File: src/rtl/yfmt_pkg.sv
package yfmt_pkg;

  // Byte slots of one pixel pair, in launch order.
  typedef enum logic [1:0] {
    SLOT_CR = 2'd0,
    SLOT_Y0 = 2'd1,
    SLOT_CB = 2'd2,
    SLOT_Y1 = 2'd3
  } slot_e;

  function automatic slot_e slot_next(input slot_e s);
    return slot_e'(s + 2'd1);
  endfunction

endpackage

File: src/rtl/yfmt_clkgen.sv
module yfmt_clkgen (
  input  logic clk,
  input  logic rst,
  input  logic cfg_progressive,
  input  logic cfg_clk_invert,
  output logic step,
  output logic vclk_o
);

  logic phase_q;

  always_ff @(posedge clk) begin
    if (rst) begin
      phase_q <= 1'b0;
      vclk_o  <= cfg_clk_invert;
    end else begin
      phase_q <= ~phase_q;
      vclk_o  <= (~phase_q) ^ cfg_clk_invert;
    end
  end

  // A launch happens on edges that take the phase high (interlaced),
  // or on every edge (progressive).
  assign step = cfg_progressive | ~phase_q;

  // output clock toggles on every edge once out of reset
  p_vclk_toggle_r5: assert property (@(posedge clk) disable iff (rst)
    !$past(rst) |-> (vclk_o != $past(vclk_o)))
    else $error("vclk_o did not toggle");

endmodule

File: src/rtl/yfmt_sequencer.sv
module yfmt_sequencer
  import yfmt_pkg::*;
#(
  parameter int DATA_W = 8
) (
  input  logic              clk,
  input  logic              rst,
  input  logic              step,
  input  logic              pix_valid,
  output logic              pix_ready,
  input  logic [DATA_W-1:0] pix_y0,
  input  logic [DATA_W-1:0] pix_y1,
  input  logic [DATA_W-1:0] pix_cb,
  input  logic [DATA_W-1:0] pix_cr,
  output logic [DATA_W-1:0] vdat_o
);

  localparam logic [DATA_W-1:0] BLANK_C = DATA_W'(1) << (DATA_W - 1);
  localparam logic [DATA_W-1:0] BLANK_Y = DATA_W'(1) << (DATA_W - 4);
  localparam int                NSLOT   = 4;

  slot_e             slot_q;
  logic              have_pair_q;
  logic [DATA_W-1:0] hold_q [NSLOT];
  logic              take;
  logic [DATA_W-1:0] next_byte;

  assign pix_ready = step & (slot_q == SLOT_CR) & ~rst;
  assign take      = pix_valid & pix_ready;

  always_comb begin
    if (slot_q == SLOT_CR)
      next_byte = take ? pix_cr : BLANK_C;
    else if (have_pair_q)
      next_byte = hold_q[slot_q];
    else
      next_byte = slot_q[0] ? BLANK_Y : BLANK_C;
  end

  // Pair storage: no reset needed, read only while have_pair_q is set.
  always_ff @(posedge clk) begin
    if (take) begin
      hold_q[SLOT_CR] <= pix_cr;
      hold_q[SLOT_Y0] <= pix_y0;
      hold_q[SLOT_CB] <= pix_cb;
      hold_q[SLOT_Y1] <= pix_y1;
    end
  end

  always_ff @(posedge clk) begin
    if (rst) begin
      slot_q      <= SLOT_CR;
      have_pair_q <= 1'b0;
      vdat_o      <= BLANK_C;
    end else if (step) begin
      slot_q <= slot_next(slot_q);
      vdat_o <= next_byte;
      if (slot_q == SLOT_CR)
        have_pair_q <= take;
    end
  end

  // an accepted pair leads with its Cr byte
  p_cr_first_r2: assert property (@(posedge clk) disable iff (rst)
    (pix_valid && pix_ready) |=> (vdat_o == $past(pix_cr)))
    else $error("first byte of accepted pair is not Cr");

  // with no pair, the luma slot after Cr carries the luma blanking code
  p_blank_luma_r7: assert property (@(posedge clk) disable iff (rst)
    (step && slot_q == SLOT_Y0 && !have_pair_q) |=> (vdat_o == BLANK_Y))
    else $error("luma blanking code missing");

endmodule

File: src/rtl/yfmt_sync_retime.sv
module yfmt_sync_retime #(
  parameter int NUM_SYNC = 2
) (
  input  logic                clk,
  input  logic                rst,
  input  logic                step,
  input  logic [NUM_SYNC-1:0] sync_in,
  input  logic [NUM_SYNC-1:0] active_low,
  output logic [NUM_SYNC-1:0] sync_o
);

  for (genvar i = 0; i < NUM_SYNC; i++) begin : g_lane
    always_ff @(posedge clk) begin
      if (rst)
        sync_o[i] <= active_low[i];
      else if (step)
        sync_o[i] <= sync_in[i] ^ active_low[i];
    end
  end

endmodule

File: src/rtl/yfmt_video_out.sv
module yfmt_video_out #(
  parameter int DATA_W = 8
) (
  input  logic              clk,
  input  logic              rst,
  input  logic              cfg_progressive,
  input  logic              cfg_clk_invert,
  input  logic              cfg_hs_active_low,
  input  logic              cfg_vs_active_low,
  input  logic              pix_valid,
  output logic              pix_ready,
  input  logic [DATA_W-1:0] pix_y0,
  input  logic [DATA_W-1:0] pix_y1,
  input  logic [DATA_W-1:0] pix_cb,
  input  logic [DATA_W-1:0] pix_cr,
  input  logic              hsync_in,
  input  logic              vsync_in,
  output logic              vclk_o,
  output logic [DATA_W-1:0] vdat_o,
  output logic              hsync_o,
  output logic              vsync_o
);

  localparam int NUM_SYNC = 2;

  logic                step;
  logic [NUM_SYNC-1:0] sync_out;

  yfmt_clkgen i_clkgen (
    .clk             (clk),
    .rst             (rst),
    .cfg_progressive (cfg_progressive),
    .cfg_clk_invert  (cfg_clk_invert),
    .step            (step),
    .vclk_o          (vclk_o)
  );

  yfmt_sequencer #(.DATA_W(DATA_W)) i_seq (
    .clk       (clk),
    .rst       (rst),
    .step      (step),
    .pix_valid (pix_valid),
    .pix_ready (pix_ready),
    .pix_y0    (pix_y0),
    .pix_y1    (pix_y1),
    .pix_cb    (pix_cb),
    .pix_cr    (pix_cr),
    .vdat_o    (vdat_o)
  );

  yfmt_sync_retime #(.NUM_SYNC(NUM_SYNC)) i_sync (
    .clk        (clk),
    .rst        (rst),
    .step       (step),
    .sync_in    ({vsync_in, hsync_in}),
    .active_low ({cfg_vs_active_low, cfg_hs_active_low}),
    .sync_o     (sync_out)
  );

  assign hsync_o = sync_out[0];
  assign vsync_o = sync_out[1];

  // interlaced outputs hold across edges that leave the clock inactive
  p_hold_between_r3: assert property (@(posedge clk) disable iff (rst)
    (!$past(rst) && !cfg_progressive && (vclk_o == cfg_clk_invert))
      |-> ($stable(vdat_o) && $stable(hsync_o) && $stable(vsync_o)))
    else $error("interlaced output moved off the active edge");

  // progressive sync follows its input with the chosen polarity
  p_sync_follow_r8: assert property (@(posedge clk) disable iff (rst)
    (!$past(rst) && cfg_progressive)
      |-> (hsync_o == ($past(hsync_in) ^ cfg_hs_active_low)) &&
          (vsync_o == ($past(vsync_in) ^ cfg_vs_active_low)))
    else $error("sync output mismatch");

endmodule

File: config.mk
export PLATFORM = sky130hd
export DESIGN_NAME = yfmt_video_out
export DESIGN_NICKNAME = d
export VERILOG_FILES = /design/src/rtl/yfmt_pkg.sv /design/src/rtl/yfmt_clkgen.sv /design/src/rtl/yfmt_sequencer.sv /design/src/rtl/yfmt_sync_retime.sv /design/src/rtl/yfmt_video_out.sv
export SDC_FILE = /design/constraint.sdc
export NUM_CORES = 1
export LEC_CHECK = 0
export ABC_AREA = 1
export BUFFER_PORTS_ARGS = -buffer_cell sky130_fd_sc_hd__buf_2
export CAP_MARGIN = 10
export CORE_ASPECT_RATIO = 0.7
export CORE_MARGIN = 3
export CORE_UTILIZATION = 37
export CTS_BUF_LIST = sky130_fd_sc_hd__clkbuf_8
export CTS_CLUSTER_SIZE = 25
export DETAILED_ROUTE_END_ITERATION = 10
export HOLD_SLACK_MARGIN = 0.05
export MAX_ROUTING_LAYER = met4
export PLACE_DENSITY = 0.64
export SLEW_MARGIN = 25
export SYNTH_ARGS = -nofsm -noshare
export SYNTH_HDL_FRONTEND = slang
export SYNTH_SLANG_ARGS = --single-unit
File: constraint.sdc
create_clock -name clk -period 1.7 [get_ports clk]
set_clock_uncertainty 0.15 [all_clocks]
set_input_delay 0.255 -clock clk [delete_from_list [all_inputs] [get_ports clk]]
set_output_delay 0.255 -clock clk [all_outputs]
set_load 0.03 [all_outputs]
==> results.yml, run 1 <==
status:
  outcome: "finished clean"
logic_synthesis:
  synth.yosys.warnings: 0
  netlist_instances: 190
  ys_ff_latch: 49
  ys_seq_area_share_pct: 65.8
  synth.distinct_cells: 24
  netlist_area_mm2: 0.00201
  syn-num-nets: 232
  netlist.area_leader.share_pct: 50.8
  yosysTopAreaCell: "edfxtp_1"
  synthTopCellsByArea: "edfxtp_1 (51%), dfxtp_1 (15%), nand3_1 (8.7%)"
  syn_area_per_cell_um2: 10.6
clock_network:
  cts_tree: "yes"
  clock_latency_ns: 0.30
  cts-buffers-inserted: 5
  cts_buffer_depth: 2
  clock_sinks: 49
  path_clk_slew_ns: 0.08
  htreeDepth: 2
  cts_root_buffer: "clkbuf_8"
  cts_setup_buffers: 0
power_and_ir_drop:
  seqPwrFrac_pct: 52.9
  p_sw_uw: 641
  internal_power_uw: 1980
  switching_share_pct: 24.4
  finalPower_uw: 2620
  comb_power_share_pct: 16.8
  powerDensity_mw_per_mm2: 915
  vdd_ir_drop_max_v: 0.000371
  p_clk_share_pct: 30.4
  p_leak_uw: 0.00128
timing:
  slew_headroom_pct: 75.3
  hold_viol: 0
  finalCritPeriodShare_pct: 97.5
  final.setup.worst_slack_ns: 0.0428
  slew_viol_final: 0
  worst_pin_slew_ns: 0.370
  rsz0062_at_grt: "no"
  setup-violations-final: 0
  finalCriticalPeriod_ns: 1.66
  clock.fmax_mhz: 603
  setup-tns-final_ns: 0
grt:
  grt_overflow: 0
  grt_max_degree: 40
  antenna_found_initial: 0
  grt_pass1_wl_um: 6710
  track_usage_pct: 14.5
  grt_pass1_vias: 1564
die:
  io_pins: 53
  start_util_pct: 40.0
  die_h_um: 67.7
  dieArea_mm2: 0.00636
  core_area_mm2: 0.00502
  fp-row-count: 21
  die_w_um: 94.1
placement:
  portBuffers: 52
  pre_cts_slack_ns: 0.150
  gp_routability_congestion: 0.769
  dp_hpwl_um: 2830
setup_path:
  worstSetupStartpointType: "input port"
  crit_arrival_ns: 1.52
  critPathCaptureType: "flop"
  critPathKind: "in -> reg"
  critical_path_peak_fanout: 19
  cp_data_required_time_ns: 1.56
layout:
  layout.nets: 326
  multi_input_area_um2: 557
  fin_util_pct: 57.1
  diodes: 0
  fillers: 440
  area_growth_pct: 42.7
  register_area_mm2: 0.00132
  drive_gt1_share_pct: 28.4
detailed_routing:
  dr.pass1.iters: 4
  wl_um: 4430
  viasPerCell: 4.58
  num_vias: 1623
  drtAntennaViolNets: 0
  route.detailed.drc: 0
  wl_per_cell_um: 12.5
  drtIter0Drc: 58
hold_path:
  hold_class: "in -> reg"
run:
  drv_cap: 0
## cells in the final DEF, fill, tap and decap left out, types with 4 or more instances in the layout
cell type and count:
a21oi_1 4, buf_2 51, buf_4 5, clkbuf_8 5, dfxtp_1 15, dlygate4sd3_1 34
edfxtp_1 34, inv_1 20, nand2_1 45, nand3_1 35, nor2_1 5, or2_2 6
## power groups by stage
stage	Sequential, µW	Clock [µW]	Combinational [µW]
2_1_floorplan	1450	0	202
3_3_place_gp	1410	0	350
3_5_place_dp	1410	0	354
4_1_cts	1390	813	415
5_1_grt	1390	870	486
6_report	1390	797	440
## critical path, cell delays in order
cell and delay [ns]:
dlygate4sd3_1 0.53, buf_2 0.15, inv_2 0.06, nand4_2 0.15
inv_4 0.15, clkbuf_16 0.21
## worst paths after layout
kind	start	to	slack, ns	cells after the start
worst max-delay path	rst	i_seq.hold_q[0][4]$_DFFE_PN_	0.04	6
worst min-delay path	cfg_hs_active_low	i_sync.sync_o[0]$_DFFE_PP_	0.09	3
worst min register to register	i_clkgen.phase_q$_SDFF_PP0_	i_clkgen.phase_q$_SDFF_PP0_	0.31	1
worst max register to register	i_seq.slot_q[0]$_SDFFE_PP0P_	i_seq.hold_q[0][4]$_DFFE_PN_	0.18	5
## what timing repair did
item,in CTS,in global routing
hold buffers,34,0
hold endpoints to repair,34,0
resized for setup,1,3
setup endpoints to repair,1,6
gates cloned,0,2
## metrics by stage
step	instances	hold slack, ns	area (µm²)
6_report	354	0.0872	2870
5_1_grt	354	0.0861	2870
4_1_cts	352	0.0850	2800
3_5_place_dp	310	0.283	2350
3_3_place_gp	310	0.281	2350
2_1_floorplan	190	0.174	2010
## final cells by class
class / count / share of cell area [%]
timing repair buffer: 93 / 24.5
clock buffer: 5 / 2.40
tap: 69 / 3.01
sequential: 49 / 46.1
clock inverter: 3 / 1.31
multi-input combinational: 112 / 19.4
inverter: 23 / 3.27
## metal layers
layer	vias up	routed length [µm]	GRT usage, %	part of all wire [%]
li1	817	-	-	-
met2	32	2200	25.7	50
met3	5	173	4.12	3.9
met1	769	2030	16.0	46
met5	-	0	-	0
met4	0	26	4.32	0.59
## sequential cells by signal, summed over array words and instances (netlist names), named ones only
name,cells
i_seq.have_pair_q,1
i_seq.slot_q,2
i_seq.hold_q,32
i_seq.vdat_o,8
i_clkgen.vclk_o,1
i_clkgen.phase_q,1
i_sync.sync_o,2
## cells in the mapped netlist, drive strengths merged
| master | count |
|---|---|
| nand2 | 48 |
| o21ai | 4 |
| inv | 23 |
| a31oi | 1 |
| o211ai | 1 |
| nand3 | 35 |
| or2 | 7 |
| a21oi | 4 |
| nand4 | 1 |
| dfxtp | 15 |
| buf | 6 |
| ha | 1 |
| edfxtp | 34 |
| a21boi | 1 |
| xor2 | 3 |
| nor2 | 6 |
## cell families (layout without fill, tap and decap cells)
logic type | Yosys count | in the layout | share of synthesized area (%)
simple gates | 97 | 97 | 22.1
buf+inv | 29 | 124 | 7.16
compound gates | 11 | 11 | 3.05
fa+ha+maj | 1 | 1 | 0.623
xor+xnor | 3 | 3 | 1.31
flops | 49 | 49 | 65.8
Note: power is estimated with default switching activity, not from simulation.
==> inputs of run 2 (changes only) <==
==> constraint.sdc (replaced) <==
create_clock -name clk -period 1.35 [get_ports clk]
set_clock_uncertainty 0.15 [all_clocks]
set_input_delay 0.2025 -clock clk [delete_from_list [all_inputs] [get_ports clk]]
set_output_delay 0.2025 -clock clk [all_outputs]
set_load 0.03 [all_outputs]
==> run 2 against run 1 <==
- the run now ends with setup timing left
- final cell count rose by 4.8%
- sequential share of layout area fell by 5.1 points
- worst setup slack got worse by 0.20 ns
- wire length rose by 10%
- utilization rose by 7.2 points
- non-clock buffer count rose by 11
- via count rose by 4.7%
- critical path depth fell by 1
- clock power rose by 4.9%
- hold slack improved by 0.027 ns
- total power rose by 27%
- cell area rose by 13%
==> results.yml, run 2 (synthesis gave the netlist of run 1 again) <==
detailed_routing:
  highest_layer: "met4"
  wl_per_cell_um: 13.2
  route.detailed.drc: 0
  drtAntennaViolNets: 0
  m1WireLength_um: 2120
  num_vias: 1700
  wl_um: 4890
  met2_wirelength_um: 2470
  route.met3.wl_um: 253
  drtIter0Drc: 51
  viasPerCell: 4.58
  dr.pass1.iters: 4
layout:
  area_growth_pct: 60.8
  largestRegisters: "i_seq.hold_q: 32 flops, i_seq.vdat_o: 8 flops"
  layout_commonest_cell: "buf_2"
  diodes: 0
  layout.nets: 343
  drive_gt1_share_pct: 40.7
  multi_input_area_um2: 682
  regMostFlops: "i_seq.hold_q"
  layout_common_cells: "buf_2 (51), nand2_1 (39), dlygate4sd3_1 (36), edfxtp_1 (34), nand3_1 (22)"
  fillers: 396
  register_area_mm2: 0.00132
  largest_reg_flops: 32
clock_network:
  cts_root_buffer: "clkbuf_8"
  cts_buffer_depth: 2
  htreeDepth: 2
  cts_tree: "yes"
  cts-buffers-inserted: 5
  clock_sinks: 49
  path_clk_slew_ns: 0.09
  clock_latency_ns: 0.29
timing:
  hold_ws_ns: 0.114
  rsz0062_at_grt: "yes"
  setup-violations-final: 41
  clock.fmax_mhz: 663
  worst_pin_slew_ns: 0.203
  finalCriticalPeriod_ns: 1.51
  finalCritPeriodShare_pct: 112
  hold_viol: 0
  slew_viol_final: 0
  slew_headroom_pct: 86.4
  final.setup.worst_slack_ns: -0.159
placement:
  gp_routability_congestion: 0.817
  portBuffers: 52
  dp_hpwl_um: 2760
  pre_cts_slack_ns: -0.112
hold_path:
  hold_class: "in -> reg"
power_and_ir_drop:
  powerDensity_mw_per_mm2: 1030
  vdd_ir_drop_max_v: 0.000613
  finalPower_uw: 3320
  p_leak_uw: 0.00144
die:
  fp-row-count: 21
  start_util_pct: 40.0
  dieArea_mm2: 0.00636
  die_h_um: 67.7
  io_pins: 53
  core_area_mm2: 0.00502
  die_w_um: 94.1
grt:
  grt_max_degree: 18
  grt_pass1_vias: 1730
  track_usage_pct: 17.0
  antenna_found_initial: 0
  grt_overflow: 0
  grt_pass1_wl_um: 7920
setup_path:
  critPathKind: "reg -> out"
  cp_data_required_time_ns: 1.00
  critPathCaptureType: "primary output"
  crit_arrival_ns: 1.16
  worstSetupStartpointType: "flop"
  critical_path_peak_fanout: 4
status:
  outcome: "finished, violations left"
  violations: "setup timing"
run:
  drv_cap: 0
==> run 2: cell count changes in the layout (fill, tap and decap cells not counted), sizes merged <==
| cell | before | now |
|---|---|---|
| bufinv | 1 | 0 |
| dlygate4sd3 | 34 | 36 |
| inv | 24 | 26 |
| buf | 57 | 67 |
| clkbuf | 7 | 6 |
| clkinv | 1 | 6 |
==> run 2: cell type report <==
class / count / area share [%]
Clock inverter: 3 / 0.542
Clock buffer: 5 / 2.13
Sequential cell: 49 / 41.0
Timing Repair inverter: 6 / 3.14
Tap cell: 69 / 2.67
Inverter: 23 / 3.21
Timing Repair Buffer: 104 / 26.2
Multi-Input combinational cell: 112 / 21.1
==> run 2: worst max-delay path, cell delays in order (launching register included) <==
cell	delay (ns)
dfxtp_2	0.33
inv_2	0.07
ha_4	0.18
nand2_4	0.07
nor2_4	0.09
buf_6	0.13
==> run 2: path summary, 6_finish.rpt <==
kind	startpoint	endpoint	slack (ns)	depth (start not counted)
hold / removal	hsync_in	i_sync.sync_o[0]$_DFFE_PP_	0.11	4
setup / recovery	i_seq.slot_q[1]$_SDFFE_PP0P_	pix_ready	-0.16	5
setup reg to reg	i_seq.slot_q[1]$_SDFFE_PP0P_	i_seq.hold_q[0][3]$_DFFE_PN_	-0.15	6
hold reg to reg	i_clkgen.phase_q$_SDFF_PP0_	i_clkgen.phase_q$_SDFF_PP0_	0.34	1
==> run 2: what timing repair did <==
item	in CTS	in global routing
pin swaps	12	5
resized for setup	33	14
hold buffers	36	0
hold endpoints to repair	37	0
endpoints found under the setup margin	41	43
setup buffers	2	5
gates cloned	5	2
==> run 2: metrics by stage <==
stage / TNS (ns) / instances / utilization (%) / cell area, µm²
2_1_floorplan: 0 / 190 / - / 2040
3_3_place_gp: -2.53 / 313 / 48.0 / 2410
3_5_place_dp: -3.71 / 313 / 48.0 / 2410
4_1_cts: -1.44 / 364 / 60.8 / 3050
5_1_grt: -6.11 / 371 / 64.4 / 3230
6_report: -4.52 / 371 / 64.4 / 3230
==> run 2: where the power goes <==
part	internal, µW	switching, µW	leakage (µW)
registers	1700	33.0	0.000439
clock network	359	477	0.0000455
logic	345	402	0.000954
total	2410	912	0.00144
==> run 2: metal layers <==
metal  track usage [%]  vias to the layer above
met5                 -                        -
met4              4.32                        0
met3              4.12                        4
met2              29.3                       37
met1              20.3                      801
li1                  -                      858
==> inputs of run 3 (changes only) <==
--- a/config.mk
+++ b/config.mk
@@ -8,15 +8,17 @@
 export ABC_AREA = 1
 export BUFFER_PORTS_ARGS = -buffer_cell sky130_fd_sc_hd__buf_2
 export CAP_MARGIN = 10
+export CELL_PAD_IN_SITES_DETAIL_PLACEMENT = 1
+export CELL_PAD_IN_SITES_GLOBAL_PLACEMENT = 2
 export CORE_ASPECT_RATIO = 0.7
 export CORE_MARGIN = 3
-export CORE_UTILIZATION = 37
+export CORE_UTILIZATION = 30
 export CTS_BUF_LIST = sky130_fd_sc_hd__clkbuf_8
 export CTS_CLUSTER_SIZE = 25
 export DETAILED_ROUTE_END_ITERATION = 10
 export HOLD_SLACK_MARGIN = 0.05
 export MAX_ROUTING_LAYER = met4
-export PLACE_DENSITY = 0.64
+export PLACE_DENSITY = 0.79
 export SLEW_MARGIN = 25
 export SYNTH_ARGS = -nofsm -noshare
 export SYNTH_HDL_FRONTEND = slang
==> run 3 against run 2 <==
- the run still ends with setup timing left
- sequential cell count unchanged
- via count increased by 0.53%
- wire length is 11% higher
- non-clock buffer count is 2 lower
- worst setup slack got worse by 0.057 ns
- combinational power is 2% lower
- sequential share of layout area rose by 0.51 points
- first-iteration DRC count up 9.8%
- maximum frequency fell by 3.6%
- largest cell class unchanged
==> results.yml, run 3 (synthesis gave the netlist of run 1 again) <==
setup_path:
  worstSetupStartpointType: "flop"
  critPathCaptureType: "primary output"
  critPathKind: "reg -> out"
  cp_data_required_time_ns: 1.00
  r2r_start: "i_seq.slot_q[0]$_SDFFE_PP0P_"
  critical_path_peak_fanout: 2
  crit_path_start: "i_seq.slot_q[0]$_SDFFE_PP0P_"
  crit_arrival_ns: 1.21
placement:
  portBuffers: 52
  dp_hpwl_um: 3410
  gp_routability_congestion: 0.835
  pre_cts_slack_ns: -0.130
  dp_cells: 335
  postPlaceCellArea_mm2: 0.00245
detailed_routing:
  route.detailed.drc: 0
  drtAntennaViolNets: 0
  drtIter0Drc: 56
  viasPerCell: 4.37
  num_vias: 1709
  dr.pass1.iters: 4
  wl_um: 5430
  wl_per_cell_um: 13.9
layout:
  diodes: 0
  layout_common_cells: "buf_2 (51), nand2_1 (42), dlygate4sd3_1 (36), edfxtp_1 (34), nand3_1 (25)"
  stdcell_count: 391
  largestRegisters: "i_seq.hold_q: 32 flops, i_seq.vdat_o: 8 flops"
  largest_reg_flops: 32
  final_cell_area_mm2: 0.00319
  layout_commonest_cell: "buf_2"
  area_growth_pct: 58.7
  regMostFlops: "i_seq.hold_q"
  drive_gt1_share_pct: 38.0
  fillers: 723
  layout.nets: 341
timing:
  slew_headroom_pct: 86.2
  slew_viol_final: 0
  finalCritPeriodShare_pct: 116
  hold_viol: 0
  clock.fmax_mhz: 639
  rsz0062_at_grt: "yes"
  finalCriticalPeriod_ns: 1.57
  worst_pin_slew_ns: 0.206
  setup-violations-final: 41
  final.setup.worst_slack_ns: -0.216
  hold_ws_ns: 0.126
clock_network:
  path_clk_slew_ns: 0.09
  cts_root_buffer: "clkbuf_8"
  htreeDepth: 2
  clock_sinks: 49
  clock_latency_ns: 0.30
  cts_tree: "yes"
  cts_buffer_depth: 2
  cts-buffers-inserted: 5
status:
  violations: "setup timing"
  outcome: "finished, violations left"
power_and_ir_drop:
  vdd_ir_drop_max_v: 0.000492
  powerDensity_mw_per_mm2: 1090
  p_leak_uw: 0.00142
die:
  core_area_mm2: 0.00637
  die_h_um: 74.5
  fp-row-count: 24
  die_w_um: 104
  io_pins: 53
  start_util_pct: 31.6
  dieArea_mm2: 0.00773
grt:
  use_met1_pct: 18.5
  grt_max_degree: 18
  grt_pass1_wl_um: 9030
  antenna_found_initial: 0
  met3_usage_pct: 3.21
  track_usage_pct: 15.4
  grt_pass1_vias: 1881
  grt_overflow: 0
  grt-busiest-layer: "met2"
  use_met2_pct: 26.9
hold_path:
  hp-start: "vsync_in"
  hold_class: "in -> reg"
run:
  drv_cap: 0
==> run 3: changes by cell type in the layout (fill, tap and decap cells not counted), sizes merged <==
| cell | before | now |
|---|---|---|
| clkinv | 6 | 4 |
| buf | 67 | 66 |
| bufinv | 0 | 1 |
| clkbuf | 6 | 5 |
| inv | 26 | 27 |
==> run 3: what timing repair did <==
action / in CTS / in global routing
hold buffers: 36 / 0
pin swaps: 3 / 3
endpoints found under the hold margin: 37 / 0
setup buffers: 4 / 2
gates cloned: 5 / 1
resized for setup: 24 / 18
setup endpoints to repair: 41 / 42
==> run 3: area by class of cell <==
type / count / area (µm²) / share of cell area [%]
timing repair inverter: 6 / 101 / 3.18
multi-input combinational: 112 / 654 / 20.5
sequential: 49 / 1320 / 41.5
clock buffer: 5 / 68.8 / 2.16
tap: 91 / 114 / 3.57
clock inverter: 3 / 38.8 / 1.22
timing repair buffer: 102 / 785 / 24.6
inverter: 23 / 104 / 3.26
==> run 3: path summary, 6_finish.rpt <==
kind	to	depth (start not counted)	slack, ns
min	i_sync.sync_o[1]$_DFFE_PP_	4	0.13
max reg2reg	i_seq.vdat_o[7]$_SDFFE_PP1P_	8	-0.19
min reg2reg	i_clkgen.phase_q$_SDFF_PP0_	1	0.31
max	pix_ready	6	-0.22
==> run 3: per-layer routing <==
metal / share of wire [%] / wire (µm)
met1: 46 / 2490
met2: 50 / 2700
met3: 3.6 / 198
met4: 0.74 / 40
met5: 0 / 0
==> run 3: report_power, final <==
group          leakage (µW)  internal (µW)  switching [µW]
sequential         0.000438           1700            34.6
clock             0.0000593            543             477
combinational      0.000919            332             397
total               0.00142           2580             909
==> run 3: per-stage QoR <==
| step | setup TNS, ns | power (µW) | util [%] |
|---|---|---|---|
| 6_report | -5.64 | 3490 | 50.1 |
| 5_1_grt | -7.77 | 3670 | 50.1 |
| 4_1_cts | -5.58 | 3500 | 48.6 |
| 3_5_place_dp | -4.27 | 2290 | 38.5 |
| 3_3_place_gp | -2.60 | 2270 | 38.5 |
| 2_1_floorplan | 0 | 2090 | - |
==> run 3: worst max-delay path: stages, from the launching register on <==
cell     delay (ns)
dfxtp_2        0.36
inv_2          0.05
ha_4           0.16
buf_6          0.12
nand2_4        0.07
nor2_4         0.03
buf_6          0.13
